--- config.mk ---
export PLATFORM = sky130hd
export DESIGN_NAME = prio_irq_unit
export DESIGN_NICKNAME = d
export VERILOG_FILES = /design/src/rtl/pir_pkg.sv /design/src/rtl/pir_sync.sv /design/src/rtl/pir_prio_enc.sv /design/src/rtl/pir_recog.sv /design/src/rtl/pir_vector.sv /design/src/rtl/prio_irq_unit.sv
export SDC_FILE = /design/constraint.sdc
export NUM_CORES = 1
export LEC_CHECK = 0
export ABC_AREA = 0
export BUFFER_PORTS_ARGS = -buffer_cell sky130_fd_sc_hd__buf_2
export CAP_MARGIN = 20
export CORE_ASPECT_RATIO = 1.75
export CORE_MARGIN = 10
export CORE_UTILIZATION = 30
export CTS_CLUSTER_DIAMETER = 80
export DETAILED_ROUTE_END_ITERATION = 10
export GPL_ROUTABILITY_DRIVEN = 0
export SYNTH_ARGS = -nofsm -noshare
export SYNTH_HDL_FRONTEND = slang
export SYNTH_SLANG_ARGS = --single-unit
export TNS_END_PERCENT = 1
--- constraint.sdc ---
create_clock -name clk -period 2.9 [get_ports clk]
set_input_delay 0.29 -clock clk [delete_from_list [all_inputs] [get_ports clk]]
set_output_delay 0.29 -clock clk [all_outputs]
set_load 0.1 [all_outputs]
--- src/rtl/pir_pkg.sv ---
package pir_pkg;
  localparam int LVL_W   = 3;
  localparam int NUM_LVL = 7;
  typedef logic [LVL_W-1:0] lvl_t;
endpackage

--- src/rtl/pir_sync.sv ---
module pir_sync #(
  parameter int WIDTH  = 7,
  parameter int STAGES = 2
) (
  input  logic             clk,
  input  logic             rst,
  input  logic [WIDTH-1:0] d_i,
  output logic [WIDTH-1:0] q_o
);
  logic [WIDTH-1:0] stage_q [STAGES];

  generate
    for (genvar s = 0; s < STAGES; s++) begin : g_stage
      if (s == 0) begin : g_first
        always_ff @(posedge clk) begin
          if (rst) stage_q[0] <= '0;
          else     stage_q[0] <= d_i;
        end
      end else begin : g_next
        always_ff @(posedge clk) begin
          if (rst) stage_q[s] <= '0;
          else     stage_q[s] <= stage_q[s-1];
        end
      end
    end
  endgenerate

  assign q_o = stage_q[STAGES-1];
endmodule

--- src/rtl/pir_prio_enc.sv ---
module pir_prio_enc #(
  parameter int N  = 7,
  parameter int OW = 3
) (
  input  logic [N-1:0]  req_i,
  output logic [OW-1:0] lvl_o
);
  always_comb begin
    lvl_o = '0;
    for (int i = 0; i < N; i++) begin
      if (req_i[i]) lvl_o = OW'(i + 1);
    end
  end
endmodule

--- src/rtl/pir_recog.sv ---
module pir_recog
  import pir_pkg::*;
(
  input  logic               clk,
  input  logic               rst,
  input  logic [NUM_LVL-1:0] req_i,
  input  lvl_t               mask_i,
  input  logic               iack_i,
  input  lvl_t               iack_lvl_i,
  output logic               intr_o,
  output lvl_t               intr_lvl_o
);
  localparam lvl_t TOP_LVL = lvl_t'(NUM_LVL);

  logic               arm_q;
  logic [NUM_LVL-1:0] eff_req;
  lvl_t               top_lvl;
  logic               accept;

  // the top level only counts while armed by a high phase of its line
  assign eff_req = {req_i[NUM_LVL-1] & arm_q, req_i[NUM_LVL-2:0]};

  pir_prio_enc #(.N(NUM_LVL), .OW(LVL_W)) u_enc (
    .req_i (eff_req),
    .lvl_o (top_lvl)
  );

  assign accept = (top_lvl != '0) && ((top_lvl == TOP_LVL) || (top_lvl > mask_i)) && !iack_i;

  always_ff @(posedge clk) begin
    if (rst) begin
      arm_q <= 1'b1;
    end else if (iack_i && iack_lvl_i == TOP_LVL) begin
      arm_q <= 1'b0;
    end else if (!req_i[NUM_LVL-1]) begin
      arm_q <= 1'b1;
    end
  end

  always_ff @(posedge clk) begin
    if (rst) begin
      intr_o     <= 1'b0;
      intr_lvl_o <= '0;
    end else begin
      intr_o     <= accept;
      intr_lvl_o <= accept ? top_lvl : '0;
    end
  end

  AST_MASK_RESPECTED: assert property (@(posedge clk) disable iff (rst)
    (intr_o && intr_lvl_o != TOP_LVL) |-> (intr_lvl_o > $past(mask_i)));
  AST_QUIET_AFTER_ACK: assert property (@(posedge clk) disable iff (rst)
    iack_i |=> !intr_o);
  AST_LVL_ZERO_IDLE: assert property (@(posedge clk) disable iff (rst)
    !intr_o |-> (intr_lvl_o == '0));
  AST_TOP_ONCE: assert property (@(posedge clk) disable iff (rst)
    (iack_i && iack_lvl_i == TOP_LVL) |=> ##1 (intr_lvl_o != TOP_LVL));
endmodule

--- src/rtl/pir_vector.sv ---
module pir_vector
  import pir_pkg::*;
#(
  parameter int             VEC_W     = 8,
  parameter logic [VEC_W-1:0] AUTO_BASE = 8'd24
) (
  input  logic               clk,
  input  logic               rst,
  input  logic               iack_i,
  input  lvl_t               iack_lvl_i,
  input  logic [NUM_LVL-1:0] auto_en_i,
  input  logic [VEC_W-1:0]   ext_vec_i,
  output logic               ack_valid_o,
  output lvl_t               new_mask_o,
  output logic [VEC_W-1:0]   vec_num_o,
  output logic [VEC_W:0]     vec_off_o
);
  logic                 lvl_ok;
  logic [NUM_LVL:0]     auto_ext;
  logic                 use_auto;
  logic [VEC_W-1:0]     vec_next;

  assign lvl_ok   = iack_i && (iack_lvl_i != '0);
  assign auto_ext = {auto_en_i, 1'b0};
  assign use_auto = auto_ext[iack_lvl_i];
  assign vec_next = use_auto ? (AUTO_BASE + VEC_W'(iack_lvl_i)) : ext_vec_i;

  always_ff @(posedge clk) begin
    if (rst) begin
      ack_valid_o <= 1'b0;
      new_mask_o  <= '0;
      vec_num_o   <= '0;
      vec_off_o   <= '0;
    end else begin
      ack_valid_o <= lvl_ok;
      if (lvl_ok) begin
        new_mask_o <= iack_lvl_i;
        vec_num_o  <= vec_next;
        vec_off_o  <= {vec_next, 1'b0};
      end
    end
  end

  AST_ACK_ANSWER: assert property (@(posedge clk) disable iff (rst)
    (iack_i && iack_lvl_i != '0) |=> (ack_valid_o && new_mask_o == $past(iack_lvl_i)));
  AST_ACK_LVL0_IGNORED: assert property (@(posedge clk) disable iff (rst)
    !(iack_i && iack_lvl_i != '0) |=> !ack_valid_o);
  AST_AUTO_VECTOR: assert property (@(posedge clk) disable iff (rst)
    (iack_i && iack_lvl_i != '0 && use_auto) |=> (vec_num_o == AUTO_BASE + VEC_W'($past(iack_lvl_i))));
  AST_OFFSET_EVEN: assert property (@(posedge clk) disable iff (rst)
    ack_valid_o |-> (vec_off_o[0] == 1'b0 && vec_off_o[VEC_W:1] == vec_num_o));
endmodule

--- src/rtl/prio_irq_unit.sv ---
module prio_irq_unit
  import pir_pkg::*;
#(
  parameter int               SYNC_STAGES = 2,
  parameter int               VEC_W       = 8,
  parameter logic [VEC_W-1:0] AUTO_BASE   = 8'd24
) (
  input  logic             clk,
  input  logic             rst,
  input  logic [6:0]       irq_n_i,
  input  logic [2:0]       mask_i,
  input  logic [6:0]       auto_en_i,
  input  logic [VEC_W-1:0] ext_vec_i,
  input  logic             iack_i,
  input  logic [2:0]       iack_lvl_i,
  output logic             intr_o,
  output logic [2:0]       intr_lvl_o,
  output logic             ack_valid_o,
  output logic [2:0]       new_mask_o,
  output logic [VEC_W-1:0] vec_num_o,
  output logic [VEC_W:0]   vec_off_o
);
  logic [NUM_LVL-1:0] req_s;

  pir_sync #(.WIDTH(NUM_LVL), .STAGES(SYNC_STAGES)) u_sync (
    .clk (clk),
    .rst (rst),
    .d_i (~irq_n_i),
    .q_o (req_s)
  );

  pir_recog u_recog (
    .clk        (clk),
    .rst        (rst),
    .req_i      (req_s),
    .mask_i     (mask_i),
    .iack_i     (iack_i),
    .iack_lvl_i (iack_lvl_i),
    .intr_o     (intr_o),
    .intr_lvl_o (intr_lvl_o)
  );

  pir_vector #(.VEC_W(VEC_W), .AUTO_BASE(AUTO_BASE)) u_vec (
    .clk         (clk),
    .rst         (rst),
    .iack_i      (iack_i),
    .iack_lvl_i  (iack_lvl_i),
    .auto_en_i   (auto_en_i),
    .ext_vec_i   (ext_vec_i),
    .ack_valid_o (ack_valid_o),
    .new_mask_o  (new_mask_o),
    .vec_num_o   (vec_num_o),
    .vec_off_o   (vec_off_o)
  );
endmodule

==> key figures <==
Synth
  • Largest family of logic cells by synthesized area: simple AND/OR/NAND/NOR gates
  • Cell count after synthesis: roughly 150
  • Cell types with the largest area share after synthesis: sky130_fd_sc_hd__dfxtp_1 46%, sky130_fd_sc_hd__nor2_1 6.6%, sky130_fd_sc_hd__buf_4 5.0%
  • Sequential fraction of the synthesis area: 0.4559
  • Post-synthesis simple-gate area fraction: 0.2178
  • Share of the synthesized area in compound gates (AO/OA/AOI/OAI): 0.1801
  • Number of flip-flops and latches in the synthesized netlist: 31
  • Library cell occupying the most area in the post-synthesis netlist: sky130_fd_sc_hd__dfxtp_1
  • Top flip-flop cell by instance count after synthesis: sky130_fd_sc_hd__dfxtp_1
  • Number of distinct library cell variants in the gate-level netlist after synthesis: 40
  • Share of Yosys cell area claimed by the top area cell type: 0.4559
  • Warnings from Yosys: 0
  • Post-synth EDFFs: 0
  • Post-synthesis area per instance: between 9 and 10 um^2
  • Post-synthesis share of cell area spent on full adders, half adders and majority gates: 0.02757
  • Share of the synthesized netlist area taken by xor and xnor gates: 0
  • Netlist area before placement: 1361 um^2
  • Post-synthesis mux area share: 0.02482
  • Post-synthesis async set-or-reset flop share: 0
  • Post-Synthesis Net Count: about 180

Power
  • Clk pwr share: 0.362
  • P_sw: about 0.40 mW
  • Power share of the sequential group: 0.383
  • Cell Int Power: 0.7944 mW
  • Fraction of power spent switching nets: 0.3370
  • Peak supply drop: a little over 0.0005 V
  • Power consumption: 1.198 mW
  • Static leakage: 0.8026 nW
  • Logic gate share of total power: 0.255
  • Power Density: about 700 nW/um^2

Layout
  • Fill cell instance count of the final layout: roughly 480
  • Final instance area: around 1700 um^2
  • FF/Latch Area: approximately 620 um^2
  • Final design utilization: 0.3878
  • Fraction of final layout cells with drive strength greater than 1: 0.3627
  • Number of nets in the finished design: between 200 and 250
  • Diode count: 0
  • Layout Cells excl Fill: approximately 240
  • Area taken by multi-input logic gates: around 600 um^2
  • Post-synthesis to final-layout area growth: 25.46%

Min path
  • Launch point of the worst hold path: irq_n_i[6]
  • Worst min-delay path endpoint: u_sync.stage_q[0][6]
  • Hold-critical path depth: 2
  • Type of the most critical hold path: in2reg

Global routing
  • Number of global-route vias before repair: between 1000 and 1500
  • First-pass GRT wire length: 5195 um
  • Pin count of the biggest net entering global routing: 34
  • Global-route congestion overflow total: 0
  • Initial antenna violation count: 0
  • Overall global routing resource usage: 0.08142

Worst setup path
  • Critical path data required time: roughly 3.1 ns
  • Kind of end point of the critical path: register
  • Type of element launching the critical path: register
  • Setup slack of the worst register-to-register path: between 1 and 1.5 ns
  • Crit Path Class: reg2reg
  • Largest driver fanout on the critical path: 3
  • R2R Path Start: u_sync.stage_q[1][1]
  • Highest-delay cell along the critical path: sky130_fd_sc_hd__dfxtp_1
  • Series of cell instances along the critical path: nor2_1 > o31ai_1 > ha_1 > nor2b_1 > o21ai_0 > a32oi_1 > a21oi_1 > nor3_1
  • Crit Reg-Reg Endpoint: u_recog.intr_o
  • Crit path largest cell delay: approximately 0.35 ns
  • Arrival time worst endpoint: between 1.5 and 2 ns
  • Worst Reg-to-Reg Cells: 8

Place
  • PortBufs: 54
  • Cell total after placement: 236
  • Half-perimeter wire length after detailed placement: ~2500 um
  • Post-detailed-placement cell area: 1590 um^2
  • Worst Setup Slack post-DPL: around 1.1 ns

Drt
  • Number of vias per cell: approximately 4.6
  • Number of DRC markers after the initial detailed-route iteration: 24
  • Vias post-DR: between 1000 and 1500
  • Overall routed net length: roughly 3100 um
  • Average wire per cell in the routed design: approximately 13 um
  • Number of iterations in the first detailed-routing pass: 4
  • DRC viols: 0
  • Routed Antenna Nets: 0

Outcome
  • Run status: finished, final reports clean

Clocking
  • Setup repair bufs after CTS: 0
  • Number of gates resized after CTS: 0
  • Clock tree from TritonCTS: yes
  • CTS clk-pin slew, worst paths: roughly 0.06 ns
  • Count of hold buffers inserted by post-cts repair: 0
  • Clock latency reported for the late side of the worst-skew pair: between 0.2 and 0.3 ns
  • Library cell used as clock root buffer: sky130_fd_sc_hd__clkbuf_8
  • Clock sink count: 31
  • Largest buffer count on any clock path: 2
  • Number of buffers created by CTS: 5
  • Number of H-tree levels: 2

Timing
  • Worst slew margin relative to its limit: 0.6373
  • Setup TNS: 0 ns
  • Hold slack final: roughly 0.15 ns
  • Clock period minus final worst setup slack: roughly 1.8 ns
  • Worst Skew: 0.004387 ns
  • FMAX: 559.5 MHz
  • Slew @ Worst Pin: between 0.5 and 0.6 ns
  • Unrepaired setup endpoints after global routing: no
  • Final hold violation count: 0
  • Setup violation total in the final timing report: 0
  • Final worst-path setup slack: 1.113 ns
  • Post-route fraction of the period consumed by the critical path: 0.6163
  • Total count of max-transition violations in the final report: 0

Floorplanning
  • Core ar.: around 4400 um^2
  • Chip Height: 109.1 um
  • Chip width: between 70 and 80 um
  • Number of primary I/O pins: 56
  • Placement Rows: 32
  • Starting utilization of the core area: 0.3091
  • Die Area: 7738 um^2

Flow run
  • Number of max-capacitance violations reported: 0
[area by class of cell]
class | instances | share of cell area
multi-input cells | 95 | 0.3612
flip-flops and latches | 31 | 0.3634
clock inverters | 2 | 0.02051
inverters | 5 | 0.01099
repair buffers | 54 | 0.1582
well taps | 51 | 0.03736
clock buffers | 6 | 0.04835
[cell usage after synthesis, types with 2 or more instances]
| cell type | instances |
|---|---|
| sky130_fd_sc_hd__o21a_1 | 2 |
| sky130_fd_sc_hd__nor2b_1 | 10 |
| sky130_fd_sc_hd__o211ai_1 | 2 |
| sky130_fd_sc_hd__dfxtp_1 | 31 |
| sky130_fd_sc_hd__a22oi_1 | 3 |
| sky130_fd_sc_hd__a21o_1 | 2 |
| sky130_fd_sc_hd__clkbuf_1 | 3 |
| sky130_fd_sc_hd__nor3_1 | 5 |
| sky130_fd_sc_hd__buf_4 | 9 |
| sky130_fd_sc_hd__nand2b_1 | 5 |
| sky130_fd_sc_hd__nand2_1 | 3 |
| sky130_fd_sc_hd__buf_2 | 3 |
| sky130_fd_sc_hd__inv_1 | 5 |
| sky130_fd_sc_hd__mux2i_1 | 2 |
| sky130_fd_sc_hd__o21ai_0 | 3 |
| sky130_fd_sc_hd__a21oi_1 | 6 |
| sky130_fd_sc_hd__nor2_1 | 24 |
| sky130_fd_sc_hd__nand3b_1 | 3 |
| sky130_fd_sc_hd__ha_1 | 3 |
| sky130_fd_sc_hd__o21ai_1 | 3 |
[worst max-delay path by stage]
stage,slack (ns),start,to
floorplan,1.24,u_vec.vec_num_o[0],vec_off_o[1]
global placement,1.19,u_sync.stage_q[1][1],u_recog.intr_lvl_o[0]
detailed placement,1.13,u_sync.stage_q[1][2],u_recog.intr_o
CTS,1.11,u_sync.stage_q[1][2],u_recog.intr_o
global route,0.94,u_sync.stage_q[1][2],u_recog.intr_o
finish,1.11,u_sync.stage_q[1][1],u_recog.intr_o
[cells by family (layout without fill, tap and decap cells)]
logic type / after synthesis / in the layout
AND/OR/NAND/NOR: 57 / 57
AO/OA/AOI/OAI: 31 / 31
flip-flops: 31 / 31
buffers and inverters: 21 / 67
adder cells (fa/ha/maj): 3 / 3
multiplexers: 3 / 3
other: 1 / 1
[registers in the layout, indices dropped and copies added (netlist names)]
signal and count:
u_recog.arm_q 1, u_vec.new_mask_o 3, u_recog.intr_lvl_o 3, u_recog.intr_o 1
u_vec.ack_valid_o 1, u_sync.stage_q 14, u_vec.vec_num_o 8
[worst max-delay path: cells and delay by family, from the launching register on]
kind | cells | cell delay [ns]
AOI/OAI and AO/OA | 4 | 0.75
DFF | 1 | 0.35
adders and majority gates | 1 | 0.31
and+or+nand+nor | 3 | 0.25
[cell usage in the layout, fill, tap and decap left out, types with 2 or more instances in the layout]
cell type and instances:
sky130_fd_sc_hd__ha_1 3, sky130_fd_sc_hd__buf_2 54, sky130_fd_sc_hd__o211ai_1 2, sky130_fd_sc_hd__clkbuf_8 6, sky130_fd_sc_hd__nor3_1 5, sky130_fd_sc_hd__mux2i_1 2
sky130_fd_sc_hd__nand2b_1 5, sky130_fd_sc_hd__o21ai_0 3, sky130_fd_sc_hd__a21oi_1 6, sky130_fd_sc_hd__inv_1 5, sky130_fd_sc_hd__nand2_1 3, sky130_fd_sc_hd__a22oi_1 3
sky130_fd_sc_hd__a21o_1 2, sky130_fd_sc_hd__nand3b_1 3, sky130_fd_sc_hd__dfxtp_1 31, sky130_fd_sc_hd__o21ai_1 3, sky130_fd_sc_hd__nor2b_1 10, sky130_fd_sc_hd__o21a_1 2
sky130_fd_sc_hd__nor2_1 24
[power groups by stage]
stage	sequential [mW]	combinational, mW	clock (mW)
finish	0.460	0.306	0.433
global route	0.463	0.326	0.467
CTS	0.460	0.309	0.451
detailed placement	0.469	0.309	0
global placement	0.469	0.307	0
floorplan	0.569	0.163	0
[routing by layer]
layer,share of wire,track usage,wire (um),up-vias
met4,0.021,0.04583,63,0
met3,0.066,0.03003,201,7
li1,-,-,-,576
met5,0,0,0,-
met1,0.38,0.08145,1167,500
met2,0.53,0.1418,1630,40
Power figures use the tool's default switching activity.
